`config.mk`:
```
export PLATFORM = sky130hd
export DESIGN_NAME = gpio_mw_bank
export DESIGN_NICKNAME = d
export VERILOG_FILES = /design/src/rtl/gpio_mw_pkg.sv /design/src/rtl/gpio_mw_halfreg.sv /design/src/rtl/gpio_mw_sync.sv /design/src/rtl/gpio_mw_bank.sv
export SDC_FILE = /design/constraint.sdc
export NUM_CORES = 1
export LEC_CHECK = 0
export ABC_AREA = 0
export BUFFER_PORTS_ARGS = -buffer_cell sky130_fd_sc_hd__buf_2
export CAP_MARGIN = 10
export CORE_ASPECT_RATIO = 0.5
export CORE_MARGIN = 8
export CORE_UTILIZATION = 55
export CTS_CLUSTER_DIAMETER = 120
export DETAILED_ROUTE_END_ITERATION = 10
export PLACE_DENSITY = 0.82
export SYNTH_ARGS = -nofsm -noshare
export SYNTH_HDL_FRONTEND = slang
export SYNTH_SLANG_ARGS = --single-unit
export TNS_END_PERCENT = 10
```
`constraint.sdc`:
```
create_clock -name clk -period 7.04 [get_ports clk]
set_input_delay 2.112 -clock clk [delete_from_list [all_inputs] [get_ports clk]]
set_output_delay 2.112 -clock clk [all_outputs]
set_load 0.02 [all_outputs]
```
`src/rtl/gpio_mw_pkg.sv`:
```
package gpio_mw_pkg;

    localparam int PIN_COUNT  = 32;
    localparam int HALF_W     = 16;
    localparam int ADDR_W     = 8;
    localparam int WORD_W     = 2 * HALF_W;
    localparam int SYNC_DEPTH = 2;

    localparam logic [ADDR_W-1:0] OFS_LVL_LO = 8'h00;
    localparam logic [ADDR_W-1:0] OFS_LVL_HI = 8'h04;
    localparam logic [ADDR_W-1:0] OFS_DIR_LO = 8'h08;
    localparam logic [ADDR_W-1:0] OFS_DIR_HI = 8'h0C;
    localparam logic [ADDR_W-1:0] OFS_PINS   = 8'h70;
    localparam logic [ADDR_W-1:0] OFS_IDENT  = 8'h78;

    localparam logic [WORD_W-1:0] IDENT_WORD = 32'h0101_157C;

    typedef enum logic [2:0] {
        SEL_NONE,
        SEL_LVL_LO,
        SEL_LVL_HI,
        SEL_DIR_LO,
        SEL_DIR_HI,
        SEL_PINS,
        SEL_IDENT
    } reg_sel_e;

    typedef struct packed {
        logic [HALF_W-1:0] en;
        logic [HALF_W-1:0] val;
    } mwrite_t;

    function automatic reg_sel_e decode_addr(input logic [ADDR_W-1:0] a);
        reg_sel_e s;
        case (a)
            OFS_LVL_LO: s = SEL_LVL_LO;
            OFS_LVL_HI: s = SEL_LVL_HI;
            OFS_DIR_LO: s = SEL_DIR_LO;
            OFS_DIR_HI: s = SEL_DIR_HI;
            OFS_PINS:   s = SEL_PINS;
            OFS_IDENT:  s = SEL_IDENT;
            default:    s = SEL_NONE;
        endcase
        return s;
    endfunction

    function automatic logic [HALF_W-1:0] merge_masked(input logic [HALF_W-1:0] old,
                                                       input mwrite_t w);
        return (old & ~w.en) | (w.val & w.en);
    endfunction

endpackage

```
`src/rtl/gpio_mw_halfreg.sv`:
```
module gpio_mw_halfreg
    import gpio_mw_pkg::*;
#(
    parameter int W = HALF_W
) (
    input  logic           clk,
    input  logic           rst,
    input  logic           we,
    input  logic [2*W-1:0] wword,
    output logic [W-1:0]   q
);
    logic [W-1:0] en_bits;
    logic [W-1:0] val_bits;
    logic [W-1:0] nxt;

    assign en_bits  = wword[2*W-1:W];
    assign val_bits = wword[W-1:0];

    genvar b;
    generate
        for (b = 0; b < W; b++) begin : g_bit
            assign nxt[b] = en_bits[b] ? val_bits[b] : q[b];
        end
    endgenerate

    always_ff @(posedge clk) begin
        if (rst) begin
            q <= '0;
        end else if (we) begin
            q <= nxt;
        end
    end
endmodule

```
`src/rtl/gpio_mw_sync.sv`:
```
module gpio_mw_sync #(
    parameter int W      = 32,
    parameter int STAGES = 2
) (
    input  logic         clk,
    input  logic         rst,
    input  logic [W-1:0] d,
    output logic [W-1:0] q
);
    logic [W-1:0] stage [STAGES];

    genvar s;
    generate
        for (s = 0; s < STAGES; s++) begin : g_stage
            always_ff @(posedge clk) begin
                if (rst) begin
                    stage[s] <= '0;
                end else if (s == 0) begin
                    stage[s] <= d;
                end else begin
                    stage[s] <= stage[(s == 0) ? 0 : s-1];
                end
            end
        end
    endgenerate

    assign q = stage[STAGES-1];
endmodule

```
`src/rtl/gpio_mw_bank.sv`:
```
module gpio_mw_bank
    import gpio_mw_pkg::*;
(
    input  logic              clk,
    input  logic              rst,
    input  logic              bus_wr,
    input  logic [ADDR_W-1:0] bus_addr,
    input  logic [WORD_W-1:0] bus_wdata,
    output logic [WORD_W-1:0] bus_rdata,
    input  logic [PIN_COUNT-1:0] pad_in,
    output logic [PIN_COUNT-1:0] pad_out,
    output logic [PIN_COUNT-1:0] pad_oe
);
    localparam int HALVES = PIN_COUNT / HALF_W;

    reg_sel_e          sel;
    logic [HALVES-1:0] lvl_we;
    logic [HALVES-1:0] dir_we;
    logic [HALF_W-1:0] lvl_q [HALVES];
    logic [HALF_W-1:0] dir_q [HALVES];
    logic [PIN_COUNT-1:0] pins_sync;

    assign sel = decode_addr(bus_addr);

    always_comb begin
        lvl_we = '0;
        dir_we = '0;
        if (bus_wr) begin
            case (sel)
                SEL_LVL_LO: lvl_we[0] = 1'b1;
                SEL_LVL_HI: lvl_we[HALVES-1] = 1'b1;
                SEL_DIR_LO: dir_we[0] = 1'b1;
                SEL_DIR_HI: dir_we[HALVES-1] = 1'b1;
                default: ;
            endcase
        end
    end

    genvar h;
    generate
        for (h = 0; h < HALVES; h++) begin : g_half
            gpio_mw_halfreg #(.W(HALF_W)) u_lvl (
                .clk   (clk),
                .rst   (rst),
                .we    (lvl_we[h]),
                .wword (bus_wdata),
                .q     (lvl_q[h])
            );
            gpio_mw_halfreg #(.W(HALF_W)) u_dir (
                .clk   (clk),
                .rst   (rst),
                .we    (dir_we[h]),
                .wword (bus_wdata),
                .q     (dir_q[h])
            );
            assign pad_out[h*HALF_W +: HALF_W] = lvl_q[h];
            assign pad_oe [h*HALF_W +: HALF_W] = dir_q[h];
        end
    endgenerate

    gpio_mw_sync #(.W(PIN_COUNT), .STAGES(SYNC_DEPTH)) u_sync (
        .clk (clk),
        .rst (rst),
        .d   (pad_in),
        .q   (pins_sync)
    );

    always_comb begin
        bus_rdata = '0;
        case (sel)
            SEL_LVL_LO: bus_rdata[HALF_W-1:0] = lvl_q[0];
            SEL_LVL_HI: bus_rdata[HALF_W-1:0] = lvl_q[HALVES-1];
            SEL_DIR_LO: bus_rdata[HALF_W-1:0] = dir_q[0];
            SEL_DIR_HI: bus_rdata[HALF_W-1:0] = dir_q[HALVES-1];
            SEL_PINS:   bus_rdata = pins_sync;
            SEL_IDENT:  bus_rdata = IDENT_WORD;
            default:    bus_rdata = '0;
        endcase
    end
endmodule

```
## Word level (Yosys, flattened, before mapping)

Memory sizes are Yosys's and may differ from the RTL's.
Cells that the tools add are included.

| operators by class | value |
|---|---|
| muxes and demuxes | 14 |
| reduce and logical (&&, ||, !) cells | 65 |
| bitwise gates (word level) | 2 |
| eq/ne operators | 11 |

Operators with widths:

| operator | number |
|---|---|
| 2-bit AND reduction | 64 |
| 16-bit case mux with 6 select lines | 1 |
| 32-bit two-way mux | 2 |
| 16-bit case mux with 2 select lines | 1 |
| 3-bit case mux with 6 select lines | 1 |
| 8-bit by 4-bit == test with 1-bit output, second input constant | 2 |
| 8-bit by 7-bit == test with 1-bit output, second input constant | 2 |
| 3-bit == test, second input constant | 3 |
| 8-bit by 3-bit == test with 1-bit output, second input constant | 1 |
| 8-bit zero test | 1 |
| 1-bit two-way mux | 7 |
| 3-bit by 2-bit == test with 1-bit output, second input constant | 2 |
| 2-bit two-way mux | 2 |
| 3-bit by 1-bit == test with 1-bit output, second input constant | 1 |
| 1-bit OR | 2 |

| word-level totals | value |
|---|---|
| output and inout bits | 96 |
| bits in registers | 64 |
| bits of input ports | 75 |
| bits in writable memories | 64 |
| memories | 1 |
| logic and storage cells | 157 |

Memory list:

| memory | words | bits a word | read ports | clocked after Yosys merged registers in | wr ports | RTL line | RTL |
|---|---|---|---|---|---|---|---|
| u_sync.stage | 2 | 32 | 2 | 0 | 2 | gpio_mw_sync.sv:10 | `logic [W-1:0] stage [STAGES];` |

## Depth between registers and ports, before layout

Gate-level depths: netlist of the first run.

| depth | value |
|---|---|
| depth in word-level cells | 6 |
| gate-level depth with buffers | 7 |
| depth with buffers taken out | 4 |

## Hierarchy

Synthesis of the first run repeated with hierarchy kept, for this count alone.

| second synthesis, totals | value |
|---|---|
| cells, all modules | 538 |
| area, all modules | 5,649.2 um2 |

Modules (own cells, without submodules):

| module | cells each | area an instance (um2) | times used | seq. area each (um2) |
|---|---|---|---|---|
| gpio_mw_halfreg | 69 | 716.9 | 4 | 320.3 |
| gpio_mw_sync | 135 | 1,918.1 | 1 | 1,281.2 |
| gpio_mw_bank | 127 | 863.3 | 1 | 0.0 |

## Least setup slack after synthesis of the first run

OpenSTA, ideal clock, no wires.

| path | value |
|---|---|
| kind | input-to-output |
| start point | input bus_addr[2] |
| end point | output bus_rdata[2] |
| data arrival time | 3.582 ns |
| setup slack | 1.346 ns |
| stages | 5 |
| data required time | 4.928 ns |
| path buffers | 2 |
| cells stage by stage | buf_6 -> or4_1 -> buf_2 -> o32a_1 -> o21ai_1 |

| between the ends | value |
|---|---|
| word-level cells in the longest chain between the ends | 4 |
| elaborated cells between the ends (all ways) | 14 |
| those cells by class | 11 x eq/ne; 2 x mux; 1 x reduce/logical |

RTL lines:

| item | RTL line | RTL |
|---|---|---|
| from (decl) | gpio_mw_bank.sv:7 | `input logic [ADDR_W-1:0] bus_addr,` |
| 8-bit by 7-bit == test with 1-bit output, or another cell as far along | gpio_mw_pkg.sv:35 | `case (a)` |
| 3-bit case mux with 6 select lines (*) | gpio_mw_pkg.sv:35 |  |
| 3-bit == test, or another cell as far along | gpio_mw_bank.sv:70 | `case (sel)` |
| 16-bit case mux with 6 select lines (*) | gpio_mw_bank.sv:70 |  |
| to (decl) | gpio_mw_bank.sv:9 | `output logic [WORD_W-1:0] bus_rdata,` |

Every way passes the cells marked *; elsewhere a longest branch is shown, timed or not.

## Worst setup path in the final report of the first run

| path | value |
|---|---|
| start point | input bus_addr[5] |
| end point | output bus_rdata[5] |

The elaborated chain is that of the path after synthesis.

==> run metrics, run 1 <==
Bufs on Longest Clock Path 2; peak supply drop 0.1735 mV; Fin. Hold Viols 0; final clock skew 0.004816 ns; switching share of power 0.2379; worst hold path type flop to flop; core area 0.009415 mm^2; Psw 397.8 uW; Gate power share 0.053; clock power share 0.500; CP peak stage delay 0.95 ns; Worst setup SP type primary input; CTS tree built; Worst-Margin Slew 0.9616 ns; Worst path slowest cell or4_2; power per standard cell area 247.0 mW/mm^2; Detailed Route WL 15450 um; reg-to-reg slack, setup 6.30 ns; drt first pass iters 5; critical path type primary input to output pin; Syn Nets 617; num ports 171; Overflow after GRT 0; Gate Count Post-Synth 542; Post-Syn Area 0.005315 mm^2; Die H 85.51 um; final setup fails 0; clock-pin slew on the worst setup and hold paths 0.06 ns; RSZ-0062 raised after global routing no; RR Startpoint g_half[1].u_dir.q[3]; Die Area 0.01326 mm^2; Initial DRC Count 401; root buf cell clkbuf_16; post-CTS setup buffers 0; Setup crit end bus_rdata[5]; routed wl met2 6899 um; Vias 4770; commonest non-fill, non-tap cell in the layout buf_2; internal power 1274 uW; Crit. End Element output pin; post-placement cell area 0.006200 mm^2; Post-synth EDFFs 0; max cap viols 0; routability congestion estimate 0.8806; Syn Area/Cell 9.806 um^2; outcome finished, final reports clean; top sig layer met4; Tmin final 6.171 ns; Critical Path AT 4.06 ns; share of layout cells above drive strength 1 0.3577; total CTS buffers 17; ant diodes 0; dpl hpwl 10700 um; Post-layout nets 772; vias in the first global route 4758; post-route cell area 0.006771 mm^2; multi-input logic area 0.002547 mm^2; vias per std cell 5.645; die width 155.0 um; CP Cell Sequence buf_2 -> or4_2 -> nor2_4 -> nand2_1 -> o211ai_1 -> buf_2; Synth Register Bits 128; Worst EP required 4.93 ns; TNS Setup 0 ns; hold_buf cts 0; pin count of the biggest net entering global routing 95; DR WL/cell 18.29 um; post-synth cell types 38; Final Max Tran Viols 0; Initial Utilization 0.5645; FMAX 162.1 MHz; commonest cells after routing, fill and taps aside buf_2 (169), dfxtp_1 (128), nor2b_1 (64); final period utilization 0.8765; Reg-to-Reg End g_half[1].u_dir.q[3]; num rows 25; leakage 0.002765 uW; post-synthesis sequential area ratio 0.4821; Sequential Area 0.002562 mm^2; Top FF cell, synth dfxtp_1; Fill cells 723; Metal-1 WL 6523 um; DRC violation count after routing 0; most frequent CP cell buf_2; worst-path maximum fanout 15; Sequential Power Share 0.446; initial antenna violation count 0; gr usage total 0.2336; launch point of the critical path bus_addr[5]; first-pass GRT wire length 24540 um; IO buf count 170; Resized cells post-CTS 0; CTS sink count 128; post-route ant nets 0; DR WL met3 1612 um; Worst Reg2Reg Path Length in Cells 2; Warnings, synthesis 0; share of synthesized registers carrying an async set or reset 0; Clock Latency Late Sink 0.41 ns; synth-to-layout area growth 27.40%; relative slew slack 0.3590; H-Tree Depth 4
## routing by layer
metal  GRT usage  vias up
met2      0.3553      266
met3     0.07823       42
li1            -     2231
met5           0        -
met1      0.2927     2231
met4      0.1174        0
## sequential cells by signal, summed over array words and instances (netlist names)
name,flops
g_half.u_dir.q,32
u_sync.stage,64
g_half.u_lvl.q,32
## through the flow
stage / cells / hold WS [ns] / setup slack [ns] / total power, uW / util
detailed placement: 813 / 0.4231 / 0.8961 / 849.4 / 0.6585
finish: 845 / 0.4328 / 0.8695 / 1672 / 0.7192
global route: 845 / 0.4518 / 0.8012 / 1725 / 0.7192
floorplan: 542 / 0.4138 / 1.346 / 809.5 / -
CTS: 845 / 0.4341 / 0.9008 / 1679 / 0.7192
global placement: 813 / 0.4154 / 0.9218 / 847.7 / 0.6585
## power by group through the flow
stage	Combinational [uW]	Clock [uW]	Sequential (uW)
finish	89.2	837	746
CTS	87.9	845	746
detailed placement	87.5	0	762
floorplan	49.3	0	760
global route	97.7	879	748
global placement	86.0	0	762
## cells in the mapped netlist (3+ instances only)
cell      count  area (um^2)
dfxtp_1     128         2562
nor2b_1      64        400.4
nor2_1       42        157.7
mux2i_1      41        410.4
a21oi_1      36        180.2
o21ai_1      34        170.2
nand4_1      30        187.7
nor3_2       28        280.3
clkbuf_1     27        101.4
nand2_1      22        82.58
and2_1       14        87.58
nor3_1       10        50.05
a22o_1        9        78.83
buf_2         9        45.04
mux4_2        8        180.2
a22oi_1       5        37.54
buf_4         3        22.52
buf_6         3        33.78
nand3_1       3        15.01
o22a_1        3        26.28
## area by class of cell
| class | count | share of cell area |
|---|---|---|
| flip-flops and latches | 128 | 0.3784 |
| multi-input cells | 371 | 0.3762 |
| repair buffers | 179 | 0.1360 |
| clock buffers | 18 | 0.06486 |
| well taps | 135 | 0.02494 |
| clock inverters | 14 | 0.01959 |
## kinds of logic (layout without fill, tap and decap cells)
family / Yosys count / in the layout / synth area share
DFF: 128 / 128 / 0.4821
AOI/OAI and AO/OA: 93 / 93 / 0.1024
muxes: 51 / 51 / 0.1153
buffers and inverters: 43 / 211 / 0.03884
and+or+nand+nor: 227 / 227 / 0.2613
## worst min path at each step
stage	startpoint	endpoint	depth (start not counted)
floorplan	u_sync.stage[0][0]	u_sync.stage[1][0]	1
global placement	u_sync.stage[0][31]	u_sync.stage[1][31]	1
detailed placement	u_sync.stage[0][6]	u_sync.stage[1][6]	1
CTS	u_sync.stage[0][31]	u_sync.stage[1][31]	1
global route	u_sync.stage[0][21]	u_sync.stage[1][21]	1
finish	u_sync.stage[0][31]	u_sync.stage[1][31]	1
## worst max-delay path: cells and delay by family
kind            cells  cell delay, ns
simple gates        3            1.50
buf+inv             2            0.32
compound gates      1            0.11
No activity file was read; power rests on OpenSTA's default activity.
==> run 2: changes to the inputs <==
Settings changed: CORE_UTILIZATION 55 to 40, PLACE_DENSITY 0.82 to 0.62, SKIP_LAST_GASP set to 1, SLEW_MARGIN set to 40.
==> run 2 against run 1 <==
Fmax is 0.80% lower. Clock skew hardly changed. Clock power hardly changed. Sequential cell count stayed put. Clock-buffer cell count is 1 lower. Final cell count is 4.1% higher. First-iteration DRC count is 5.5% higher. Combinational power is 0.8% lower. Design area is 0.52% higher. Worst hold slack better by 0.0010 ns. Sequential power hardly changed. Power is 0.18% lower.
==> run metrics, run 2 (synthesis gave the netlist of run 1 again) <==
outcome finished, final reports clean; Post-layout nets 772; initial antenna violation count 1; setup slack after layout 0.8195 ns; Gate power share 0.053; root buf cell clkbuf_16; Top reg by flops u_sync.stage; reg-to-reg slack, setup 6.33 ns; CP top delay family simple AND/OR/NAND/NOR gates; Final Max Tran Viols 0; synth-to-layout area growth 28.06%; num rows 29; hold_buf cts 0; Worst setup SP type primary input; Crit. End Element output pin; share of layout cells above drive strength 1 0.3577; IO buf count 170; Pwr Total 1669 uW; Worst path slowest cell or4_2; CTS tree built; leakage 0.002755 uW; drt first pass iters 5; core area 0.01281 mm^2; CTS sink count 128; DR WL/cell 18.06 um; final clock skew 0.005141 ns; Worst EP required 4.93 ns; H-Tree Depth 4; Fin. Hold Viols 0; most frequent CP cell buf_2; internal power 1241 uW; Die H 97.51 um; Finished Core Util 0.5314; Critical Path AT 4.11 ns; Fill cells 1169; Initial DRC Count 423; Tmin final 6.221 ns; Vias 4622; num ports 171; worst hold path type flop to flop; post-route ant nets 0; Overflow after GRT 0; final setup fails 0; Initial Utilization 0.4150; Clock Latency Late Sink 0.41 ns; max cap viols 0; Worst-Margin Slew 0.8239 ns; clock power share 0.500; ant diodes 0; routability congestion estimate 0.8559; final period utilization 0.8836; max reg flops 64; Bufs on Longest Clock Path 2; vias per std cell 5.252; dpl hpwl 11460 um; gr usage total 0.1800; switching share of power 0.2566; CP peak stage delay 0.96 ns; Sequential Power Share 0.447; Die Area 0.01746 mm^2; Psw 428.4 uW; first-pass GRT wire length 24700 um; FMAX 160.8 MHz; critical path type primary input to output pin; peak supply drop 0.1315 mV; top flop regs u_sync.stage x64, g_half.u_dir.q x32, g_half.u_lvl.q x32; RSZ-0062 raised after global routing no; post-CTS setup buffers 0; Detailed Route WL 15890 um; WHS 0.4338 ns; pin count of the biggest net entering global routing 73; commonest non-fill, non-tap cell in the layout buf_2; die width 179.0 um; DRC violation count after routing 0; worst-path maximum fanout 16; TNS Setup 0 ns; commonest cells after routing, fill and taps aside buf_2 (169), dfxtp_1 (128), nor2b_1 (64); CP bufs+invs 2; total CTS buffers 17; clock-pin slew on the worst setup and hold paths 0.06 ns; relative slew slack 0.4507; CP Cell Sequence buf_2 -> or4_2 -> nor2_4 -> nand2_1 -> o211ai_1 -> buf_2; vias in the first global route 4452; pre-CTS setup slack 0.8517 ns; Resized cells post-CTS 0; power per standard cell area 245.2 mW/mm^2
[run 2: final cells by class]
class / count / area [um^2] / share of cell area
Timing Repair Buffer: 179 / 920.9 / 0.1353
Clock inverter: 15 / 137.6 / 0.02022
Tap cell: 170 / 212.7 / 0.03125
Clock buffer: 17 / 425.4 / 0.06250
Sequential cell: 128 / 2562 / 0.3765
Multi-Input combinational cell: 371 / 2547 / 0.3743
[run 2: path summary, 6_finish.rpt]
path,from,to,cells past startpoint
setup reg to reg,g_half[1].u_lvl.q[3],g_half[1].u_lvl.q[3],2
hold reg to reg,u_sync.stage[0][7],u_sync.stage[1][7],1
setup / recovery,bus_addr[5],bus_rdata[5],6
hold / removal,u_sync.stage[0][7],u_sync.stage[1][7],1
[run 2: metrics by stage]
stage,cell area [um^2],instances
2_1_floorplan,5315,542
3_3_place_gp,6228,846
3_5_place_dp,6243,848
4_1_cts,6807,880
5_1_grt,6807,880
6_report,6807,880
[run 2: layer usage]
| layer | up-vias | part of all wire | track usage | wire length [um] |
|---|---|---|---|---|
| met1 | 2181 | 0.46 | 0.2493 | 7360 |
| met2 | 180 | 0.44 | 0.2567 | 6944 |
| met3 | 26 | 0.085 | 0.05431 | 1354 |
| met4 | 2 | 0.014 | 0.06507 | 216 |
| met5 | - | 0.0010 | 0 | 16 |
| li1 | 2233 | - | - | - |
[run 2: power by group through the flow]
stage | logic (uW) | registers, uW | clock network (uW)
finish | 88.5 | 745 | 835
global route | 96.8 | 747 | 890
CTS | 88.1 | 745 | 850
detailed placement | 88.0 | 761 | 0
global placement | 87.4 | 762 | 0
floorplan | 49.3 | 760 | 0
==> run 3: changes to the inputs <==
Settings changed: ABC_AREA 0 to 1, CAP_MARGIN 10 to 40, PLACE_DENSITY 0.62 to 0.61.
==> run 3 against run 2 <==
Via count increased by 23%. Wire length increased by 3.9%. Sequential cell count unchanged. Setup slack improved by 0.27 ns. Largest power group unchanged. Sequential power about the same. Critical path type unchanged. Critical path depth increased by 3. Fmax increased by 4.5%. Clock skew increased by 0.0025 ns. Highest routed layer is now met4. Core utilization decreased by 1.2 points. Synthesized cell count increased by 70%. Worst hold slack got worse by 0.034 ns. Combinational power decreased by 4.5%.
==> run metrics, run 3 <==
post-synth cell types 19; Post-synth top cells nand2_1 (221), nor2_1 (217), inv_1 (195); final setup fails 0; Final Max Tran Viols 0; cell taking the most area after synthesis dfxtp_1; IO buf count 170; Initial DRC Count 419; CTS tree built; vias in the first global route 5534; clock-pin slew on the worst setup and hold paths 0.06 ns; final period utilization 0.8454; switching share of power 0.2559; Fin. Hold Viols 0; num rows 31; initial antenna violation count 0; Syn Area/Cell 6.325 um^2; Overflow after GRT 0; total CTS buffers 17; top area cells in the synthesized netlist dfxtp_1 (44%), nand2_1 (14%), nor2_1 (14%); Psw 441.1 uW; Die Area 0.01895 mm^2; TNS Setup 0 ns; Worst EP required 4.93 ns; dpl hpwl 11560 um; Clock Latency Late Sink 0.42 ns; Initial Utilization 0.4068; first-pass GRT wire length 26920 um; vias per std cell 4.418; worst-path maximum fanout 18; Crit. End Element output pin; leakage 0.004152 uW; clock power share 0.518; gr usage total 0.1750; Resized cells post-CTS 0; commonest non-fill, non-tap cell in the layout nand2_1; worst hold path type flop to flop; Detailed Route WL 16520 um; max cap viols 0; Post-synth EDFFs 0; max reg flops 64; Die H 101.4 um; top flop regs u_sync.stage x64, g_half.u_dir.q x32, g_half.u_lvl.q x32; Bufs on Longest Clock Path 2; critical path type primary input to output pin; Vias 5708; final clock skew 0.007636 ns; Worst setup SP type primary input; Finished Core Util 0.5195; core area 0.01435 mm^2; DR WL/cell 12.78 um; root buf cell clkbuf_16; DRC violation count after routing 0; FMAX 168.0 MHz; drt first pass iters 5; commonest cells after routing, fill and taps aside nand2_1 (221), nor2_1 (216), inv_1 (195); Top FF cell, synth dfxtp_1; share of layout cells above drive strength 1 0.2038; synth-to-layout area growth 27.71%; Synth Register Bits 128; internal power 1283 uW; hold_buf cts 0; Top reg by flops u_sync.stage; share of synthesized registers carrying an async set or reset 0; Sequential Power Share 0.433; CTS sink count 128; Syn Nets 998; RSZ-0062 raised after global routing no; top-count cell post-synth nand2_1; Critical Path AT 3.84 ns; routability congestion estimate 0.8172; Warnings, synthesis 0; post-CTS setup buffers 0; Worst-Margin Slew 0.7101 ns; ant diodes 0; die width 186.9 um; post-synthesis sequential area ratio 0.4389; Gate power share 0.049; relative slew slack 0.5266; Post-Syn Area 0.005838 mm^2; pin count of the biggest net entering global routing 81; num ports 171; Post-layout nets 1156; share of the synthesized area in the top cell type 0.4389; outcome finished, final reports clean; peak supply drop 0.1803 mV; H-Tree Depth 4; post-route ant nets 0; power per standard cell area 231.2 mW/mm^2; Gate Count Post-Synth 923; Tmin final 5.952 ns
run 3: cell families after synthesis:
| logic type | share of synthesized area |
|---|---|
| AOI/OAI and AO/OA | 0.01200 |
| buffers and inverters | 0.1618 |
| DFF | 0.4389 |
| and+or+nand+nor | 0.3873 |
run 3: metal layers:
metal  vias up  global-route usage  routed length [um]
li1       3031                   -                   -
met1      2498              0.2168                7783
met2       167              0.2918                7487
met3        12             0.05017                1082
met4         0             0.05943                 163
met5         -                   0                   0
run 3: final timing paths:
path,from,endpoint,slack [ns],depth (start not counted)
setup / recovery,bus_addr[1],bus_rdata[15],1.09,9
hold reg to reg,u_sync.stage[0][30],u_sync.stage[1][30],0.40,2
setup reg to reg,g_half[1].u_lvl.q[5],g_half[1].u_lvl.q[5],6.31,4
hold / removal,u_sync.stage[0][30],u_sync.stage[1][30],0.40,2
run 3: stage by stage:
| stage | setup slack [ns] | instances | instance area, um^2 | power, uW | hold WS [ns] |
|---|---|---|---|---|---|
| finish | 1.088 | 1292 | 7456 | 1724 | 0.4002 |
| global route | 0.8994 | 1292 | 7456 | 1795 | 0.4055 |
| CTS | 1.092 | 1290 | 7397 | 1746 | 0.4013 |
| detailed placement | 1.101 | 1258 | 6782 | 846.4 | 0.3922 |
| global placement | 1.177 | 1258 | 6779 | 845.3 | 0.3888 |
| floorplan | 1.794 | 923 | 5838 | 803.7 | 0.3883 |
run 3: power by group through the flow:
stage | sequential [uW] | combinational (uW) | clock, uW
finish | 746 | 84.5 | 893
global route | 747 | 96.5 | 952
CTS | 746 | 84.1 | 916
detailed placement | 763 | 83.9 | 0
global placement | 762 | 83.3 | 0
floorplan | 762 | 41.9 | 0
run 3: critical path, cell delays in order:
cell and delay, ns:
buf_2 0.11, nor2_2 0.16, nand3_1 0.17, inv_1 0.37, nand2_2 0.34, nor2_1 0.28
nor2_1 0.07, nand2_1 0.06, buf_2 0.15
run 3: area by class of cell:
class	count	area, um^2
fill	1518	6895
sequential	128	2562
multi-input combinational	559	2333
timing repair buffer	178	954.7
inverter	197	742.0
clock buffer	17	425.4
tap	198	247.7
clock inverter	15	190.2
